===== src/rtl/sesd_pkg.sv =====
package sesd_pkg;
  typedef enum logic [1:0] {
    CT_CONT = 2'b00,
    CT_IDLE = 2'b01,
    CT_HDR0 = 2'b10,
    CT_HDR1 = 2'b11
  } ctrl_e;

  function automatic int index_width(input int chains);
    return $clog2(chains + 1);
  endfunction
endpackage


===== src/rtl/sesd_cw_parse.sv =====
module sesd_cw_parse
  import sesd_pkg::*;
#(
  parameter int N = 8,
  parameter int K = 4
) (
  input  logic [K+1:0] cw,
  input  logic         flush,
  output logic         is_hdr,
  output logic         is_cont,
  output logic         fill_val,
  output logic         bad_idx,
  output logic [N-1:0] hit
);
  ctrl_e        ctrl;
  logic [K-1:0] idx;
  logic         acts;

  always_comb begin
    ctrl     = ctrl_e'(cw[K+1:K]);
    idx      = cw[K-1:0];
    is_hdr   = cw[K+1] && !flush;
    is_cont  = (ctrl == CT_CONT) && !flush;
    fill_val = cw[K];
    acts     = is_hdr || is_cont;
    bad_idx  = acts && (idx > K'(N));
  end

  for (genvar i = 0; i < N; i++) begin : g_hit
    assign hit[i] = acts && (idx == K'(i));
  end
endmodule


===== src/rtl/sesd_slice_buf.sv =====
module sesd_slice_buf #(
  parameter int N = 8
) (
  input  logic         clk,
  input  logic         rst,
  input  logic         is_hdr,
  input  logic         is_cont,
  input  logic         fill_val,
  input  logic         flush,
  input  logic [N-1:0] hit,
  output logic [N-1:0] slice_q,
  output logic         pending_q
);
  logic def_q;

  always_ff @(posedge clk) begin
    if (rst) begin
      slice_q   <= '0;
      def_q     <= 1'b0;
      pending_q <= 1'b0;
    end else if (is_hdr) begin
      slice_q   <= {N{fill_val}} ^ hit;
      def_q     <= fill_val;
      pending_q <= 1'b1;
    end else if (flush) begin
      pending_q <= 1'b0;
    end else if (is_cont && pending_q) begin
      for (int i = 0; i < N; i++) begin
        if (hit[i]) slice_q[i] <= ~def_q;
      end
    end
  end

  p_hdr_opens_r2: assert property (@(posedge clk) disable iff (rst)
    is_hdr |=> pending_q);

  p_flush_closes_r7: assert property (@(posedge clk) disable iff (rst)
    flush |=> !pending_q);

  p_cont_marks_r3: assert property (@(posedge clk) disable iff (rst)
    (is_cont && pending_q) |=>
      ((slice_q & $past(hit)) == ($past(def_q) ? '0 : $past(hit))));

  p_idle_holds_r4: assert property (@(posedge clk) disable iff (rst)
    (!is_hdr && !is_cont && !flush) |=> ($stable(slice_q) && $stable(pending_q)));
endmodule


===== src/rtl/sesd_out_stage.sv =====
module sesd_out_stage #(
  parameter int N = 8
) (
  input  logic         clk,
  input  logic         rst,
  input  logic         release_now,
  input  logic [N-1:0] slice_in,
  output logic [N-1:0] scan_out,
  output logic         scan_shift_en
);
  always_ff @(posedge clk) begin
    if (rst) begin
      scan_out      <= '0;
      scan_shift_en <= 1'b0;
    end else begin
      scan_shift_en <= release_now;
      if (release_now) scan_out <= slice_in;
    end
  end

  p_hold_when_quiet_r6: assert property (@(posedge clk) disable iff (rst)
    !scan_shift_en |-> $stable(scan_out));
endmodule


===== src/rtl/sesd_decoder.sv =====
module sesd_decoder
  import sesd_pkg::*;
#(
  parameter int N = 8,
  localparam int K = index_width(N),
  localparam int C = K + 2
) (
  input  logic         clk,
  input  logic         rst,
  input  logic [C-1:0] cw_in,
  input  logic         flush,
  output logic [N-1:0] scan_out,
  output logic         scan_shift_en,
  output logic         idx_err
);
  logic         is_hdr, is_cont, fill_val, bad_idx, pending_q;
  logic [N-1:0] hit, slice_q;
  logic         release_now;

  sesd_cw_parse #(.N(N), .K(K)) u_parse (
    .cw(cw_in), .flush(flush), .is_hdr(is_hdr), .is_cont(is_cont),
    .fill_val(fill_val), .bad_idx(bad_idx), .hit(hit)
  );

  sesd_slice_buf #(.N(N)) u_buf (
    .clk(clk), .rst(rst), .is_hdr(is_hdr), .is_cont(is_cont),
    .fill_val(fill_val), .flush(flush), .hit(hit),
    .slice_q(slice_q), .pending_q(pending_q)
  );

  assign release_now = pending_q && (is_hdr || flush);

  sesd_out_stage #(.N(N)) u_out (
    .clk(clk), .rst(rst), .release_now(release_now), .slice_in(slice_q),
    .scan_out(scan_out), .scan_shift_en(scan_shift_en)
  );

  always_ff @(posedge clk) begin
    if (rst) idx_err <= 1'b0;
    else     idx_err <= idx_err || bad_idx;
  end

  p_shift_has_cause_r5: assert property (@(posedge clk) disable iff (rst)
    scan_shift_en |-> $past(cw_in[C-1] || flush));

  p_no_shift_on_cont_r6: assert property (@(posedge clk) disable iff (rst)
    $past(!flush && !cw_in[C-1]) |-> !scan_shift_en);

  p_err_sets_r8: assert property (@(posedge clk) disable iff (rst)
    bad_idx |=> idx_err);

  p_err_sticky_r8: assert property (@(posedge clk) disable iff (rst)
    $past(idx_err) |-> idx_err);
endmodule


===== config.mk =====
export PLATFORM = sky130hd
export DESIGN_NAME = sesd_decoder
export DESIGN_NICKNAME = d
export VERILOG_FILES = /design/src/rtl/sesd_pkg.sv /design/src/rtl/sesd_cw_parse.sv /design/src/rtl/sesd_slice_buf.sv /design/src/rtl/sesd_out_stage.sv /design/src/rtl/sesd_decoder.sv
export SDC_FILE = /design/constraint.sdc
export NUM_CORES = 1
export LEC_CHECK = 0
export ABC_CLOCK_PERIOD_IN_PS = 1500
export BUFFER_PORTS_ARGS = -buffer_cell sky130_fd_sc_hd__buf_2
export CORE_MARGIN = 5
export CORE_UTILIZATION = 30
export CTS_CLUSTER_SIZE = 10
export DETAILED_ROUTE_END_ITERATION = 8
export MAX_ROUTING_LAYER = met4
export PLACE_DENSITY_LB_ADDON = 0.3
export SETUP_SLACK_MARGIN = 0.2
export SYNTH_ARGS = -nofsm -noshare
export SYNTH_HDL_FRONTEND = slang
export SYNTH_HIERARCHICAL = 1
export SYNTH_SLANG_ARGS = --single-unit
export TNS_END_PERCENT = 20

===== constraint.sdc =====
create_clock -name clk -period 1.5 [get_ports clk]
set_input_delay 0.075 -clock clk [delete_from_list [all_inputs] [get_ports clk]]
set_output_delay 0.075 -clock clk [all_outputs]
set_load 0.005 [all_outputs]

-- Word-level counts from Yosys, hierarchy flattened
Index checks and enable logic that the tools add are counted.
- register bits after elaboration: 20
- input port bits: 9
- output and inout port bits: 10
- word-level logic and storage cells: 74
- $lt $le $gt $ge: 1
- equal/unequal tests: 8
- multiplexer cells: 13
- bitwise operators: 2
- reduce and logical (&&, ||, !) cells: 37
- operators by type and width (operator ; number):
    $mux 8 ; 3
    $reduce_and 3->1 ; 8
    $reduce_bool 2->1 ; 10
    $eq 4x3->1 const B ; 4
    $logic_and 1x1->1 ; 13
    $mux 1 ; 10
    $eq 4x2->1 const B ; 2
    $xor 8x8->8 ; 1
    $eq 4x1->1 const B ; 1
    $gt 4x4->1 const B ; 1
    $logic_not 4->1 ; 1
    $logic_or 1x1->1 ; 3
    $logic_not 2->1 ; 1
    $ne 2x1->1 const B ; 1
    $logic_not 1->1 ; 1
    $not 1->1 ; 1

-- Logic depth before layout (Yosys ltp)
Gate-level depths: netlist (run 1).
- depth in word-level cells: 8
- gate-level depth with buffers: 6
- mapped depth without buffers: 5

-- Cells and area by module
The synthesis (run 1) kept the hierarchy.
- by module, submodules not included (module ; instances ; cells an instance ; area each (um2) ; seq. area each (um2)):
    sesd_slice_buf ; 1 ; 56 ; 546.8 ; 200.2
    sesd_out_stage ; 1 ; 28 ; 312.8 ; 180.2
    sesd_cw_parse ; 1 ; 21 ; 176.4 ; 0.0
    sesd_decoder ; 1 ; 3 ; 37.5 ; 20.0

-- Least setup slack after synthesis (run 1)
Ideal clock, no wire load.
- kind: input to register
- start: input flush
- end: register u_buf.slice_q[1]
- setup time: 0.125 ns
- data arrival time: 1.157 ns
- data required time: 1.375 ns
- setup slack: 0.219 ns
- stages: 6
- path buffers: 1
- path through: or2_1 -> buf_6 -> nor4_1 -> nand4b_1 -> mux2i_1 -> o22ai_1
- longest elaborated chain between the ends: 6
- elaborated cells on any way between the ends: 12
- those cells by class: eq/ne (1); mux (1); bitwise (1); reduce/logical (9)
- RTL lines (item ; line ; text):
    from (decl) ; sesd_decoder.sv:11 ; input logic flush,
    $logic_not 1->1 (*) ; sesd_cw_parse.sv:22, sesd_cw_parse.sv:23 ;
    $logic_and 1x1->1 (on tied branches) ; sesd_cw_parse.sv:22, sesd_cw_parse.sv:23 ;
    $logic_or 1x1->1 (*) ; sesd_cw_parse.sv:25 ; acts = is_hdr || is_cont;
    $logic_and 1x1->1 (*) ; sesd_cw_parse.sv:30 ; assign hit[i] = acts && (idx == K'(i));
    via hit[1] ; sesd_decoder.sv:17 ; logic [N-1:0] hit, slice_q;
    $reduce_bool 2->1 (no source line) / $xor 8x8->8 (equally long branches) ; n/a ;
    $reduce_and 3->1 (no source line) / $mux 8 (equally long branches) ; n/a ;
    to (signal assigned) ; sesd_slice_buf.sv:22 ; slice_q <= {N{fill_val}} ^ hit;
    to (signal, indexed assignment) ; sesd_slice_buf.sv:29 ; if (hit[i]) slice_q[i] <= ~def_q;
    to (decl) ; sesd_slice_buf.sv:11 ; output logic [N-1:0] slice_q,
Mark *: on every way through the listed nets, which the timed path passes. The rest lies on a longest branch.
A chain may end at the register's enable or synchronous reset.

-- Final worst setup path (run 1)
Ends and elaborated chain as after synthesis.

==> flow_summary.yaml, run 1 <==
clock_network:
  clk_latency_ns: 0.30
  cts.hold.buffers_added: 0
  cts_root_buf: "clkbuf_4"
  numCtsBuffers: 3
  clockBufferDepth: 2
  clock-sinks: 20
  cts_tree: "built"
  htree_levels: 1
  cts.reportedPaths.clkPinSlew_ns: 0.12
die:
  die_w_um: 69.8
  io-pin-count: 19
  dieArea_um2: 4870
  core_area_um2: 3390
  rows: 21
  start_util_pct: 31.7
  die_h_um: 69.8
power:
  leakagePower_nw: 0.553
  p_per_area_nw_per_um2: 876
  design_power_total_mw: 1.15
  ir_drop_mv: 0.713
cells_and_area:
  finish.utilization_pct: 38.7
  drive_above_1_share_pct: 29.9
  syn2layout_area_growth_pct: 22.1
  stdcell_count: 180
  fillers: 350
  fin_nets: 144
  diodes: 0
synth:
  yosys.cell_types.count: 29
  synth_most_common_cell: "dfxtp_1"
  synth.top_cell.area_share_pct: 37.3
  yosysWarnings: 6
  ys_async_sr_fraction_pct: 0
  synth_compound_gate_area_share_pct: 7.58
  synthTopCellsByCount: "dfxtp_1, mux2i_1, nor2_1"
  ys_seq_elements: 20
  synth_top_family_by_area: "simple AND/OR/NAND/NOR gates"
  synthMuxAreaShare_pct: 14.9
  netlist_top_cells_area: "dfxtp_1, mux2i_1, nand4b_1, xnor2_1, o22ai_1"
  synth_area_per_cell_um2: 9.94
  synth-adder-area-share_pct: 0
  syn_nets: 117
  synth_edf_count: 0
  synth_ff_type: "dfxtp_1"
  synth-seq-area-share_pct: 37.3
  netlist_area_um2: 1070
  synth.largest_area_cell: "dfxtp_1"
  synthXorXnorAreaFrac_pct: 6.53
  syn_inst: 108
  synth-simple-area-share_pct: 26.8
hold_path:
  hp-class: "in -> reg"
detailed_routing:
  dr.pass1.iters: 4
  drt_iter0_drc: 32
  top_layer: "met3"
  via_per_inst: 4.87
  wl_met2_mm: 1.10
  wl_per_cell_um: 12.8
  drc_errors: 0
  routed_wl_mm: 2.30
  wl_met3_um: 90
  ant_nets: 0
  num_vias: 877
  m1WireLength_mm: 1.11
timing:
  rsz0062_at_grt: "false"
  hold_violations: 0
  worstMarginPinSlew_ns: 0.423
  setup_slack_ns: 0.310
  fin_skew_ns: 0.00831
  max_freq_mhz: 840
  setup_viol: 0
  slew-limit-headroom_pct: 71.8
  final.period_utilization_pct: 79.4
  period_minus_slack_ns: 1.19
  final_max_slew_viol_count: 0
  setup_tns_ns: 0
global_route:
  grt_pass1_vias: 925
  grt_max_degree: 16
  grt_pass1_wl_mm: 4.11
  overflow: 0
  track_usage_pct: 10.3
  antenna_found_initial: 0
placement:
  place_congestion: 0.772
  dp.cells: 176
  post-place-ws_ns: -0.0308
  hpwl_mm: 1.72
  port-buffer-count: 18
worst_setup_path:
  critical_path_class: "in -> reg"
  cp.arrival_ns: 1.38
  cp.required_ns: 1.69
  startpoint_type: "input port"
  cp_max_fo: 8
  endpoint_kind: "register"
status:
  outcome: "finished, final reports clean"
run:
  maxCapViolCount: 0
-- power breakdown --
group / switching (mW) / internal (mW)
clock: 0.169 / 0.270
combinational: 0.0803 / 0.0694
sequential: 0.00970 / 0.550
total: 0.258 / 0.890
-- worst max-delay path, stage by stage --
cell	delay, ns
buf_2	0.11
or2_1	0.35
nor4_1	0.30
buf_4	0.17
nand4b_1	0.12
mux2i_1	0.17
o22ai_1	0.09
-- layout by cell type, fill, tap and decap left out --
cell | Yosys | final
or3b_1 | 1 | 1
o311a_1 | 1 | 1
nor3_1 | 3 | 3
nor2b_1 | 2 | 2
buf_4 | 1 | 13
dfxtp_1 | 20 | 20
nand2_1 | 2 | 2
nor4b_4 | 1 | 1
and2b_2 | 1 | 1
or3_1 | 1 | 1
mux2i_1 | 16 | 16
a21oi_1 | 2 | 2
buf_2 | 3 | 18
o21a_1 | 1 | 1
or2_1 | 1 | 1
nor2_1 | 11 | 11
nor4b_2 | 2 | 2
nor4_1 | 3 | 2
o21ba_1 | 1 | 1
or2_0 | 1 | 1
xnor2_1 | 8 | 8
nor4_2 | 0 | 1
clkbuf_4 | 0 | 3
o22ai_1 | 7 | 7
bufinv_16 | 0 | 1
inv_1 | 2 | 2
or2b_1 | 1 | 1
and4bb_1 | 1 | 1
nand2b_1 | 2 | 2
nand4b_1 | 8 | 8
-- logic make-up (layout without fill, tap and decap cells) --
family / after synthesis / after routing
multiplexers: 16 / 16
buffers and inverters: 11 / 37
AO/OA/AOI/OAI: 12 / 12
XOR/XNOR: 8 / 8
AND/OR/NAND/NOR: 41 / 41
flip-flops: 20 / 20
-- path summary, 6_finish.rpt --
path                    from           endpoint  slack (ns)  cells past startpoint
max                    flush   u_buf/slice_q[1]        0.31                      7
min                      rst  u_out/scan_out[4]         0.1                      2
max reg2reg  u_buf/pending_q   u_buf/slice_q[7]        0.43                      3
min reg2reg          idx_err            idx_err        0.47                      1
-- per-layer routing --
layer  track usage [%]  up-vias
met4             0.638        0
met1              12.3      424
li1                  -      438
met2              17.4       15
met3              3.62        0
met5                 -        -
-- state kept, by name (all words and copies together), names as in the netlist --
| signal | cells |
|---|---|
| u_buf/pending_q | 1 |
| u_buf/def_q | 1 |
| u_buf/slice_q | 8 |
| u_out/scan_out | 8 |
| idx_err | 1 |
| u_out/scan_shift_en | 1 |
-- area by class of cell --
class	count	area [um^2]	area share, %
Multi-Input combinational cell	77	606	46.2
Inverter	2	7.51	0.573
Clock buffer	3	22.5	1.72
Sequential cell	20	400	30.5
Timing Repair Buffer	31	188	14.3
Clock inverter	1	30.0	2.29
Tap cell	46	57.6	4.39
-- timing repair --
action | in CTS | in global routing
endpoints found under the setup margin | 0 | 1
buffers inserted | 0 | 0
resized for setup | 0 | 1
-- per-stage QoR --
stage               hold slack, ns  cell area [um^2]
global route                 0.102              1310
detailed placement           0.423              1250
global placement             0.420              1250
finish                      0.0975              1310
CTS                         0.0875              1310
floorplan                    0.147              1070
No activity file was read; power rests on OpenSTA's default activity.
==> inputs of run 2 (changes only) <==
ABC_AREA = 1   (was unset)
ABC_CLOCK_PERIOD_IN_PS = 1100   (was 1500)
clock period = 1.1 ns   (was 1.5 ns; I/O delays follow)
==> run 2 against run 1 <==
Compared with the run above:
- synthesized area up 13%
- sequential share of layout area fell by 3.5 points
- final cell count grew 58%
- highest routed layer is now met4
==> flow_summary.yaml, run 2 <==
timing:
  period_minus_slack_ns: 0.953
  setup_tns_ns: 0
  final_max_slew_viol_count: 0
  final.period_utilization_pct: 86.6
  slew-limit-headroom_pct: 82.5
  setup_viol: 0
  fin_skew_ns: 0.00115
  max_freq_mhz: 1050
  setup_slack_ns: 0.147
  worstMarginPinSlew_ns: 0.261
  rsz0062_at_grt: "true"
  hold_violations: 0
synth:
  synth_edf_count: 0
  synth.top_cell.area_share_pct: 33.1
  synth_most_common_cell: "nand2_1"
  netlist_top_cells_area: "dfxtp_1, nand2_1, nor2_1, inv_1, a21oi_1"
  synth-seq-area-share_pct: 33.1
  synthMuxAreaShare_pct: 0
  yosys.cell_types.count: 21
  synthTopCellsByCount: "nand2_1, nor2_1, inv_1"
  synth.largest_area_cell: "dfxtp_1"
  synth-adder-area-share_pct: 0
  ys_async_sr_fraction_pct: 0
  synth_top_family_by_area: "simple AND/OR/NAND/NOR gates"
  ys_seq_elements: 20
  synth_area_per_cell_um2: 5.66
  netlist_area_um2: 1210
  synth-simple-area-share_pct: 44.9
  yosysWarnings: 6
  synth_ff_type: "dfxtp_1"
  syn_nets: 223
  synthXorXnorAreaFrac_pct: 0
  syn_inst: 214
  synth_compound_gate_area_share_pct: 8.68
status:
  outcome: "finished, final reports clean"
cells_and_area:
  reg_top3: "u_buf/slice_q: 8 flops, u_out/scan_out: 8 flops"
  syn2layout_area_growth_pct: 22.5
  fin_nets: 245
  design_area_um2: 1480
  final_common_cell: "nand2_1"
  diodes: 0
  drive_above_1_share_pct: 19.6
  stdcell_count: 285
  final_cell_mix: "nand2_1, nor2_1, inv_1"
detailed_routing:
  ant_nets: 0
  num_vias: 1246
  wl_per_cell_um: 9.47
  drt_iter0_drc: 39
  drc_errors: 0
  via_per_inst: 4.37
  dr.pass1.iters: 4
  routed_wl_mm: 2.70
die:
  start_util_pct: 30.5
  core_area_um2: 3970
  dieArea_um2: 5410
  die_h_um: 73.5
  io-pin-count: 19
  rows: 23
  die_w_um: 73.5
power:
  switching_share_pct: 26.7
  leakagePower_nw: 0.687
  internal_power_mw: 1.19
  p_per_area_nw_per_um2: 1090
  p_seq_share_pct: 47.1
  design_power_total_mw: 1.62
  comb_power_share_pct: 18.6
  ir_drop_mv: 0.615
  p_sw_mw: 0.433
  p_clk_share_pct: 34.2
global_route:
  track_usage_pct: 11.0
  grt_pass1_wl_mm: 4.65
  grt_pass1_vias: 1177
  antenna_found_initial: 0
  overflow: 0
  grt_max_degree: 17
clock_network:
  cts_tree: "built"
  cts.reportedPaths.clkPinSlew_ns: 0.07
  cts.hold.buffers_added: 0
  cts_root_buf: "clkbuf_8"
  numCtsBuffers: 3
  clk_latency_ns: 0.25
  clockBufferDepth: 2
  htree_levels: 1
  clock-sinks: 20
placement:
  hpwl_mm: 1.92
  place_congestion: 0.804
  post-place-ws_ns: -0.145
  dpl_cell_area_um2: 1360
  port-buffer-count: 18
  dp.cells: 279
worst_setup_path:
  cp.arrival_ns: 1.11
  startpoint_type: "register"
  critical_path_class: "reg -> reg"
  cp-startpoint: "u_buf/pending_q"
  r2r-start: "u_buf/pending_q"
  cp.required_ns: 1.26
  cp_max_fo: 9
  endpoint_kind: "register"
hold_path:
  hp-class: "in -> reg"
  hp-start: "rst"
run:
  maxCapViolCount: 0
## run 2: worst paths after layout
kind	to	depth (start not counted)	slack [ns]
min reg2reg	u_out/scan_out[3]	2	0.47
max reg2reg	u_out/scan_out[0]	6	0.15
max	u_out/scan_out[0]	6	0.15
min	u_out/scan_shift_en	2	0.13
## run 2: per-stage QoR
step	utilization [%]	hold slack [ns]
final	37.4	0.132
after global routing	37.4	0.157
after CTS	36.2	0.138
after detailed placement	34.2	0.410
after global placement	34.2	0.403
after floorplan	-	0.126
## run 2: final cells by class
type / count / area [um^2]
well taps: 50 / 62.6
inverters: 27 / 101
repair buffers: 25 / 159
clock buffers: 4 / 55.1
flip-flops and latches: 20 / 402
multi-input cells: 159 / 704
fillers: 434 / 2490
## run 2: routing by layer
| layer | wire length (um) | GRT usage (%) |
|---|---|---|
| met1 | 1330 | 13.2 |
| met2 | 1230 | 18.1 |
| met3 | 117 | 3.28 |
| met4 | 25 | 2.62 |
| met5 | 0 | - |
## run 2: worst max-delay path, cell delays in order, from the launching register on
cell and delay [ns]:
dfxtp_2 0.36, inv_1 0.07, nor2_4 0.12, buf_6 0.15, nand2_1 0.06, nand2_1 0.06, nor2_1 0.04
## run 2: cell families after synthesis
kind of cell,Yosys count
simple gates,140
flops,20
buf+inv,35
compound gates,19
## run 2: power groups by stage
stage / combinational (mW) / sequential [mW] / clock (mW)
finish: 0.302 / 0.764 / 0.555
global route: 0.345 / 0.767 / 0.603
floorplan: 0.193 / 0.781 / 0
global placement: 0.274 / 0.780 / 0
CTS: 0.289 / 0.763 / 0.578
detailed placement: 0.276 / 0.780 / 0
## run 2: timing repair
| action | CTS | global route |
|---|---|---|
| endpoints found under the hold margin | 0 | 0 |
| pin swaps | 0 | 2 |
| gates resized for setup | 6 | 9 |
| cloned | 1 | 0 |
| setup endpoints to repair | 17 | 18 |
| setup buffers | 0 | 1 |
